--- config.mk ---
export PLATFORM = sky130hd
export DESIGN_NAME = loop_end_unit
export DESIGN_NICKNAME = d
export VERILOG_FILES = /design/src/rtl/loop_end_pkg.sv /design/src/rtl/loop_end_classify.sv /design/src/rtl/loop_end_step.sv /design/src/rtl/loop_end_esz_reg.sv /design/src/rtl/loop_end_unit.sv
export SDC_FILE = /design/constraint.sdc
export NUM_CORES = 1
export LEC_CHECK = 0
export ABC_AREA = 1
export BUFFER_PORTS_ARGS = -buffer_cell sky130_fd_sc_hd__buf_2
export CAP_MARGIN = 10
export CORE_MARGIN = 2
export CORE_UTILIZATION = 35
export DETAILED_ROUTE_END_ITERATION = 8
export GPL_TIMING_DRIVEN = 1
export PLACE_DENSITY = 0.59
export SYNTH_ARGS = -nofsm -noshare
export SYNTH_HDL_FRONTEND = slang
export SYNTH_SLANG_ARGS = --single-unit
--- constraint.sdc ---
create_clock -name clk -period 3.55 [get_ports clk]
set_input_delay 0.5325 -clock clk [delete_from_list [all_inputs] [get_ports clk]]
set_output_delay 0.5325 -clock clk [all_outputs]
set_load 0.01 [all_outputs]
--- src/rtl/loop_end_pkg.sv ---
package loop_end_pkg;
  localparam int unsigned ESZ_W = 3;
  localparam logic [ESZ_W-1:0] ESZ_DFLT = 3'd4;

  typedef enum logic [1:0] {
    FLT_NONE  = 2'd0,
    FLT_UNDEF = 2'd1,
    FLT_FPU   = 2'd2,
    FLT_INVST = 2'd3
  } flt_e;
endpackage

--- src/rtl/loop_end_classify.sv ---
module loop_end_classify
  import loop_end_pkg::*;
(
  input  logic             forever_i,
  input  logic             tailpred_i,
  input  logic             in_cond_i,
  input  logic             lob_i,
  input  logic             vec_i,
  input  logic             fpu_en_i,
  input  logic             lazy_i,
  input  logic             newctx_i,
  input  logic [ESZ_W-1:0] esz_i,
  output flt_e             flt_o
);
  logic             fpu_active;
  logic [ESZ_W-1:0] esz_eff;
  logic             undef_c;

  always_comb begin
    fpu_active = fpu_en_i & ~lazy_i & ~newctx_i;
    esz_eff    = fpu_active ? esz_i : ESZ_DFLT;
    undef_c    = ~lob_i | (forever_i & tailpred_i) | in_cond_i | (tailpred_i & ~vec_i);
    if (undef_c)                                      flt_o = FLT_UNDEF;
    else if (tailpred_i && !fpu_en_i)                 flt_o = FLT_FPU;
    else if (!tailpred_i && vec_i && esz_eff != ESZ_DFLT) flt_o = FLT_INVST;
    else                                              flt_o = FLT_NONE;
  end
endmodule

--- src/rtl/loop_end_step.sv ---
module loop_end_step
  import loop_end_pkg::*;
#(
  parameter int unsigned XLEN  = 32,
  parameter int unsigned OFS_W = 12
) (
  input  logic             forever_i,
  input  logic             tailpred_i,
  input  logic [XLEN-1:0]  pc_i,
  input  logic [OFS_W-1:0] offset_i,
  input  logic [XLEN-1:0]  count_i,
  input  logic [ESZ_W-1:0] esz_i,
  output logic             taken_o,
  output logic [XLEN-1:0]  next_pc_o,
  output logic [XLEN-1:0]  count_o,
  output logic             exit_tp_o
);
  localparam logic [XLEN-1:0] ONE  = XLEN'(1);
  localparam logic [XLEN-1:0] INSN = XLEN'(4);

  logic [ESZ_W-1:0] shamt;
  logic [XLEN-1:0]  step;
  logic [XLEN-1:0]  back_pc;

  always_comb begin
    shamt   = tailpred_i ? (ESZ_DFLT - esz_i) : '0;
    step    = ONE << shamt;
    back_pc = pc_i - XLEN'(offset_i);
    taken_o   = 1'b1;
    next_pc_o = back_pc;
    count_o   = count_i;
    exit_tp_o = 1'b0;
    if (!forever_i) begin
      if (count_i <= step) begin
        taken_o   = 1'b0;
        next_pc_o = pc_i + INSN;
        exit_tp_o = tailpred_i;
      end else begin
        count_o = count_i - step;
      end
    end
  end
endmodule

--- src/rtl/loop_end_esz_reg.sv ---
module loop_end_esz_reg
  import loop_end_pkg::*;
(
  input  logic             clk,
  input  logic             rst_n,
  input  logic             wr_en_i,
  input  logic [ESZ_W-1:0] wr_data_i,
  input  logic             exit_rst_i,
  output logic [ESZ_W-1:0] esz_o
);
  logic [ESZ_W-1:0] esz_q, esz_d;
  logic             esz_en;

  always_comb begin
    esz_en = exit_rst_i | (wr_en_i & (wr_data_i <= ESZ_DFLT));
    esz_d  = exit_rst_i ? ESZ_DFLT : wr_data_i;
  end

  always_ff @(posedge clk or negedge rst_n) begin
    if (!rst_n)      esz_q <= ESZ_DFLT;
    else if (esz_en) esz_q <= esz_d;
  end

  assign esz_o = esz_q;
endmodule

--- src/rtl/loop_end_unit.sv ---
module loop_end_unit
  import loop_end_pkg::*;
#(
  parameter int unsigned XLEN  = 32,
  parameter int unsigned OFS_W = 12
) (
  input  logic             clk,
  input  logic             rst_n,
  input  logic             req_valid,
  input  logic             req_forever,
  input  logic             req_tailpred,
  input  logic [OFS_W-1:0] req_offset,
  input  logic [XLEN-1:0]  req_pc,
  input  logic [XLEN-1:0]  req_count,
  input  logic             lob_present,
  input  logic             vec_present,
  input  logic             fpu_enabled,
  input  logic             fpu_lazy_pend,
  input  logic             fpu_new_ctx,
  input  logic             in_cond_block,
  input  logic             esz_wr_en,
  input  logic [2:0]       esz_wr_data,
  output logic [2:0]       esz_q,
  output logic             rsp_valid,
  output logic             rsp_taken,
  output logic [XLEN-1:0]  rsp_next_pc,
  output logic [XLEN-1:0]  rsp_count,
  output logic             rsp_undef,
  output logic             rsp_fpu_fault,
  output logic             rsp_inv_state
);
  logic [1:0]      rst_pipe;
  logic            rst_sn;
  flt_e            flt;
  logic            fault;
  logic            st_taken, st_exit_tp;
  logic [XLEN-1:0] st_next_pc, st_count;
  logic            exit_rst;

  logic            taken_d, undef_d, fpu_d, inv_d;
  logic [XLEN-1:0] next_pc_d, count_d;
  logic            valid_q, taken_q, undef_q, fpu_q, inv_q;
  logic [XLEN-1:0] next_pc_q, count_q;

  always_ff @(posedge clk or negedge rst_n) begin
    if (!rst_n) rst_pipe <= 2'b00;
    else        rst_pipe <= {rst_pipe[0], 1'b1};
  end
  assign rst_sn = rst_pipe[1];

  loop_end_classify u_classify (
    .forever_i (req_forever),
    .tailpred_i(req_tailpred),
    .in_cond_i (in_cond_block),
    .lob_i     (lob_present),
    .vec_i     (vec_present),
    .fpu_en_i  (fpu_enabled),
    .lazy_i    (fpu_lazy_pend),
    .newctx_i  (fpu_new_ctx),
    .esz_i     (esz_q),
    .flt_o     (flt)
  );

  loop_end_step #(.XLEN(XLEN), .OFS_W(OFS_W)) u_step (
    .forever_i (req_forever),
    .tailpred_i(req_tailpred),
    .pc_i      (req_pc),
    .offset_i  (req_offset),
    .count_i   (req_count),
    .esz_i     (esz_q),
    .taken_o   (st_taken),
    .next_pc_o (st_next_pc),
    .count_o   (st_count),
    .exit_tp_o (st_exit_tp)
  );

  loop_end_esz_reg u_esz (
    .clk       (clk),
    .rst_n     (rst_sn),
    .wr_en_i   (esz_wr_en),
    .wr_data_i (esz_wr_data),
    .exit_rst_i(exit_rst),
    .esz_o     (esz_q)
  );

  always_comb begin
    fault     = (flt != FLT_NONE);
    exit_rst  = req_valid & ~fault & st_exit_tp;
    taken_d   = ~fault & st_taken;
    next_pc_d = fault ? req_pc : st_next_pc;
    count_d   = fault ? req_count : st_count;
    undef_d   = (flt == FLT_UNDEF);
    fpu_d     = (flt == FLT_FPU);
    inv_d     = (flt == FLT_INVST);
  end

  always_ff @(posedge clk or negedge rst_sn) begin
    if (!rst_sn) valid_q <= 1'b0;
    else         valid_q <= req_valid;
  end

  always_ff @(posedge clk or negedge rst_sn) begin
    if (!rst_sn) begin
      taken_q   <= 1'b0;
      next_pc_q <= '0;
      count_q   <= '0;
      undef_q   <= 1'b0;
      fpu_q     <= 1'b0;
      inv_q     <= 1'b0;
    end else if (req_valid) begin
      taken_q   <= taken_d;
      next_pc_q <= next_pc_d;
      count_q   <= count_d;
      undef_q   <= undef_d;
      fpu_q     <= fpu_d;
      inv_q     <= inv_d;
    end
  end

  assign rsp_valid     = valid_q;
  assign rsp_taken     = taken_q;
  assign rsp_next_pc   = next_pc_q;
  assign rsp_count     = count_q;
  assign rsp_undef     = undef_q;
  assign rsp_fpu_fault = fpu_q;
  assign rsp_inv_state = inv_q;
endmodule

# [Word-level counts from Yosys, hierarchy flattened]
# Cells that the tools add are included.
[totals] ff_bits=74 input_bits=91 output_inout_bits=72 word_cells=59
[classes] n_addsub=4 magnitude_cmp=2 eq_ne=4 shifts=1 n_mux=16 n_bitwise=17 reduce_logical=6
[op_table] operator="32-bit two-way mux" n=6
[op_table] operator="32-bit by 3-bit adder with 32-bit output, second input constant" n=1
[op_table] operator="32-bit <= comparator" n=1
[op_table] operator="1-bit by 3-bit left shift with 32-bit output, first input constant" n=1
[op_table] operator="32-bit by 12-bit subtractor with 32-bit output" n=1
[op_table] operator="32-bit subtractor" n=1
[op_table] operator="3-bit two-way mux" n=3
[op_table] operator="1-bit AND" n=8
[op_table] operator="2-bit two-way mux" n=3
[op_table] operator="1-bit inverter" n=5
[op_table] operator="2-bit equality test, second input constant" n=2
[op_table] operator="1-bit two-way mux" n=4
[op_table] operator="1-bit bitwise OR" n=4
[op_table] operator="3-bit <= comparator, second input constant" n=1
[op_table] operator="1-bit logical AND" n=3
[op_table] operator="3-bit != test, second input constant" n=1
[op_table] operator="3-bit subtractor, first input constant" n=1
[op_table] operator="2-bit by 1-bit equality test with 1-bit output, second input constant" n=1
[op_table] operator="1-bit zero test" n=2
[op_table] operator="2-bit nonzero test" n=1

# [Depth between registers and ports, before layout]
[depth] word_depth=14 mapped_depth=22 mapped_depth_nobuf=21

# [Cells and area by module]
# A second synthesis with hierarchy kept.
[unflattened] cells_unflattened=1500 area_unflattened_um2=8286.7
[modules_own_cells] module="loop_end_step" n_inst=1 cells_per_inst=904 area_each_um2=4287.9 seq_area_each_um2=0.0
[modules_own_cells] module="loop_end_unit" n_inst=1 cells_per_inst=565 area_each_um2=3778.6 seq_area_each_um2=1776.7
[modules_own_cells] module="loop_end_esz_reg" n_inst=1 cells_per_inst=16 area_each_um2=143.9 seq_area_each_um2=76.3
[modules_own_cells] module="loop_end_classify" n_inst=1 cells_per_inst=15 area_each_um2=76.3 seq_area_each_um2=0.0

# [Worst setup path after synthesis]
# No wires, ideal clock.
[synth_path] path_kind="flip-flop to flip-flop" startpoint="register u_esz.esz_q[0] (netlist: u_esz.esz_o[0])" endpoint="register count_q[30] (netlist: rsp_count[30])" setup_ps=118 arrival_time_ps=2740 required_time_ps=3432 slack_ps=692 stages_incl_launch_ff=19 path_buffers=0 period_less_slack_ps=2858 path_cell_list="dfrtp_1 > inv_1 > ha_1 > o21ai_0 > nand2_1 > inv_1 > ha_1 > inv_1 > fa_1 > nand3_1 > nand2_1 > a21oi_1 > nand2_1 > nor2_2 > nand2_1 > nor2_2 > nand3_1 > nand3_1 > nand2_1"
[synth_between] elab_chain_cells=8 word_cells_on_any_way=15 classes_between="add/sub (2); order compare (1); eq/ne (1); shift (1); mux (8); reduce/logical (2)"
[synth_lines] item="start, declared" line="loop_end_esz_reg.sv:11" rtl="logic [ESZ_W-1:0] esz_q, esz_d;"
[synth_lines] item="start signal, assigned" line="loop_end_esz_reg.sv:21" rtl="else if (esz_en) esz_q <= esz_d;"
[synth_lines] item="parallel branches: the longest is 7 deep, another holds 32-bit subtractor"
[synth_lines] item="32-bit two-way mux (*)" line="loop_end_unit.sv:91" rtl="count_d = fault ? req_count : st_count;"
[synth_lines] item="end signal, assigned" line="loop_end_unit.sv:113" rtl="count_q <= count_d;"
[synth_lines] item="end, declared" line="loop_end_unit.sv:43" rtl="logic [XLEN-1:0] next_pc_q, count_q;"
# Mark *: on every way between the ends.
# A chain may end at the register's enable or synchronous reset.

# [Worst setup path in the final report]
[layout_path] startpoint="register u_esz.esz_q[1] (netlist: u_esz.esz_o[1])" endpoint="register next_pc_q[24] (netlist: rsp_next_pc[24])"
[layout_between] elab_chain_cells=8 word_cells_on_any_way=14 classes_between="add/sub (1); order compare (1); eq/ne (1); shift (1); mux (8); reduce/logical (2)"
[layout_lines] item="parallel branches: the longest is 7 deep, another holds 32-bit <= comparator"
[layout_lines] item="32-bit two-way mux (*)" line="loop_end_unit.sv:90" rtl="next_pc_d = fault ? req_pc : st_next_pc;"
[layout_lines] item="end signal, assigned" line="loop_end_unit.sv:112" rtl="next_pc_q <= next_pc_d;"
[layout_lines] item="end, declared" line="loop_end_unit.sv:43"
# Marked as above.

==> qor.yml <==
status: "completed"
clock_path_buffers: 2
arrival_ns: 3.48
drive_above_1_share_pct: 17.9
cts_setup_buffers: 0
netlist_instances: 1155
yosysWarningCount: 0
num_rows: 51
path_clk_slew_ns: 0.06
slowest_delay_ns: 0.40
critPathLaunchType: "flip-flop"
grt_usage_pct: 22.5
die_height_um: 146
leakage_nw: 4.25
finClkSkew_ns: 0.00786
fin_crit_sh_pct: 91.9
end_kind: "flip-flop"
ys_seq_elements: 74
synth_cell_type_count: 41
vias_per_cell: 4.98
antenna_found_initial: 3
cts.htree.levels: 3
cpMaxStageDelayCell: "dfrtp_1"
hp-class: "reg2reg"
hold_ws_ns: 0.350
grt-ovfl-total: 0
netlist_area_um2: 7060
max_freq_mhz: 307
critical_path_class: "reg2reg"
tns_ns: 0
dr.pass1.iters: 5
vias: 7854
ant_nets: 0
hold_viol_final: 0
layout_common_cells: "356 x nand2_1, 162 x buf_2, 142 x nor2_1, 136 x nand3_1, 131 x inv_1"
peakVddDrop_uv: 349
core_area_um2: 19700
worst_pin_slew_ns: 1.00
wl_per_cell_um: 15.2
final_common_cell: "nand2_1"
synth-edff-count: 0
critPathMaxFanout: 13
numCtsBuffers: 9
synth_nets: 1270
first_iter_violations: 488
seq_area_frac_synth_pct: 26.2
yosys_most_used_dff: "dfrtp_1"
dieArea_um2: 21300
crit_chain: "inv_1 -> ha_1 -> xor2_2 -> nand2_1 -> nand2_1 -> inv_1 -> ha_1 -> inv_1 -> fa_1 -> nand3_1 -> nand2_1 -> nand2_1 -> nand2_2 -> nand2_2 -> nand3_4 -> buf_4 -> nand2_1 -> o21ai_1 -> a21oi_1"
cts_tree: "yes"
dp.final_hpwl_mm: 18.7
clockRootBuffer: "clkbuf_16"
maxSlewHeadroom_pct: 33.1
setup_viol: 0
crit_top_cell: "nand2_1"
synthArstFlopShare_pct: 100
start_util_pct: 35.9
grt_pass1_vias: 7380
max-cap-violations: 0
power.density_nw_per_um2: 329
grt_pass1_wl_mm: 39.1
nets: 1419
clk-insertion-delay-late_ns: 0.35
routed_wl_mm: 23.9
placed_cells: 1557
clock-sinks: 74
crit_required_ns: 3.77
final_cells: 1576
rsz0062_at_grt: "false"
port-buffer-count: 162
io_pins: 163
syn_avg_cell_area_um2: 6.11
area.growth.synth_to_final_pct: 19.4
grt_max_degree: 73
power.total_mw: 2.78
layout_min_cycle_time_ns: 3.26
routabilityCongestion: 0.980
dieWidth_um: 146
drcViolationCount: 0
drv_slew: 0
[cell type report]
cell class,instances,area (µm²)
Antenna cell,2,5.00
Clock buffer,10,239
Clock inverter,6,65.1
Fill cell,2234,11200
Inverter,138,528
Multi-Input combinational cell,909,4520
Sequential cell,74,1860
Tap cell,265,332
Timing Repair Buffer,172,888
[sequential cells by signal, indices dropped and copies added, names as in the netlist]
register / count
rsp_count: 32
rsp_next_pc: 32
u_esz.esz_o: 3
rst_pipe: 2
rsp_fpu_fault: 1
rsp_inv_state: 1
rsp_taken: 1
rsp_undef: 1
rsp_valid: 1
[report_power, final]
group	switching, mW	internal (mW)
Combinational	0.523	0.294
Clock	0.401	0.565
Sequential	0.0665	0.926
[path summary, 6_finish.rpt]
path | start | end | slack (ns) | depth (start not counted)
max in group asynchronous | rst_pipe[1] | rsp_count[3] | 2.40 | 0
worst min-delay path | rst_pipe[0] | rst_pipe[1] | 0.35 | 0
worst min register to register | rst_pipe[0] | rst_pipe[1] | 0.35 | 0
worst max register to register | u_esz.esz_o[1] | rsp_next_pc[24] | 0.29 | 19
worst max-delay path | u_esz.esz_o[1] | rsp_next_pc[24] | 0.29 | 19
min in group asynchronous | rst_n | rst_pipe[1] | 0.49 | 2
[cells in the mapped netlist, types with 11 or more instances]
master,number,area [µm²]
inv_1,131,492
ha_1,22,275
dfrtp_1,73,1830
o21ai_1,14,70.1
nand2_1,356,1340
nor2_1,143,537
xnor2_1,11,96.3
nand3_1,136,681
o21ai_0,22,110
clkbuf_1,14,52.6
nor3_1,18,90.1
xor2_1,23,201
a21oi_1,71,355
nand4_1,32,200
[per-stage QoR]
stage | setup slack, ns | util, % | cell area (µm²)
6_report | 0.288 | 42.9 | 8430
5_1_grt | 0.0192 | 42.9 | 8430
4_1_cts | 0.186 | 42.8 | 8410
3_5_place_dp | 0.231 | 41.2 | 8090
3_3_place_gp | 0.323 | 41.2 | 8090
2_1_floorplan | 0.692 | - | 7060
[metal layers]
metal	vias up	GRT usage, %	wire length, µm
li1	4026	-	-
met1	3556	32.0	11800
met2	237	35.4	10500
met3	35	3.72	1190
met4	0	6.31	524
met5	-	0	0
[cells by family after synthesis]
| family | count (synthesis) | synth area share, % |
|---|---|---|
| AND/OR/NAND/NOR | 724 | 45.0 |
| buffers and inverters | 172 | 9.98 |
| AO/OA/AOI/OAI | 126 | 10.0 |
| flip-flops | 74 | 26.2 |
| XOR/XNOR | 34 | 4.22 |
| adder cells (fa/ha/maj) | 24 | 4.47 |
| other | 1 | 0.0531 |
[worst max-delay path: cells and delay by family, from the launching register on]
| family | cells | cell delay [ns] |
|---|---|---|
| xor gates and xnor gates | 1 | 0.24 |
| and+or+nand+nor | 9 | 1.02 |
| DFF | 1 | 0.40 |
| adders and majority gates | 3 | 0.61 |
| buffers and inverters | 4 | 0.49 |
| AOI/OAI and AO/OA | 2 | 0.37 |
[timing repair]
action	4_1_cts	5_1_grt
hold endpoints to repair	2	0
hold buffers	1	0
endpoints found under the setup margin	0	27
gates resized for setup	0	7
No activity file was read; power rests on OpenSTA's default activity.
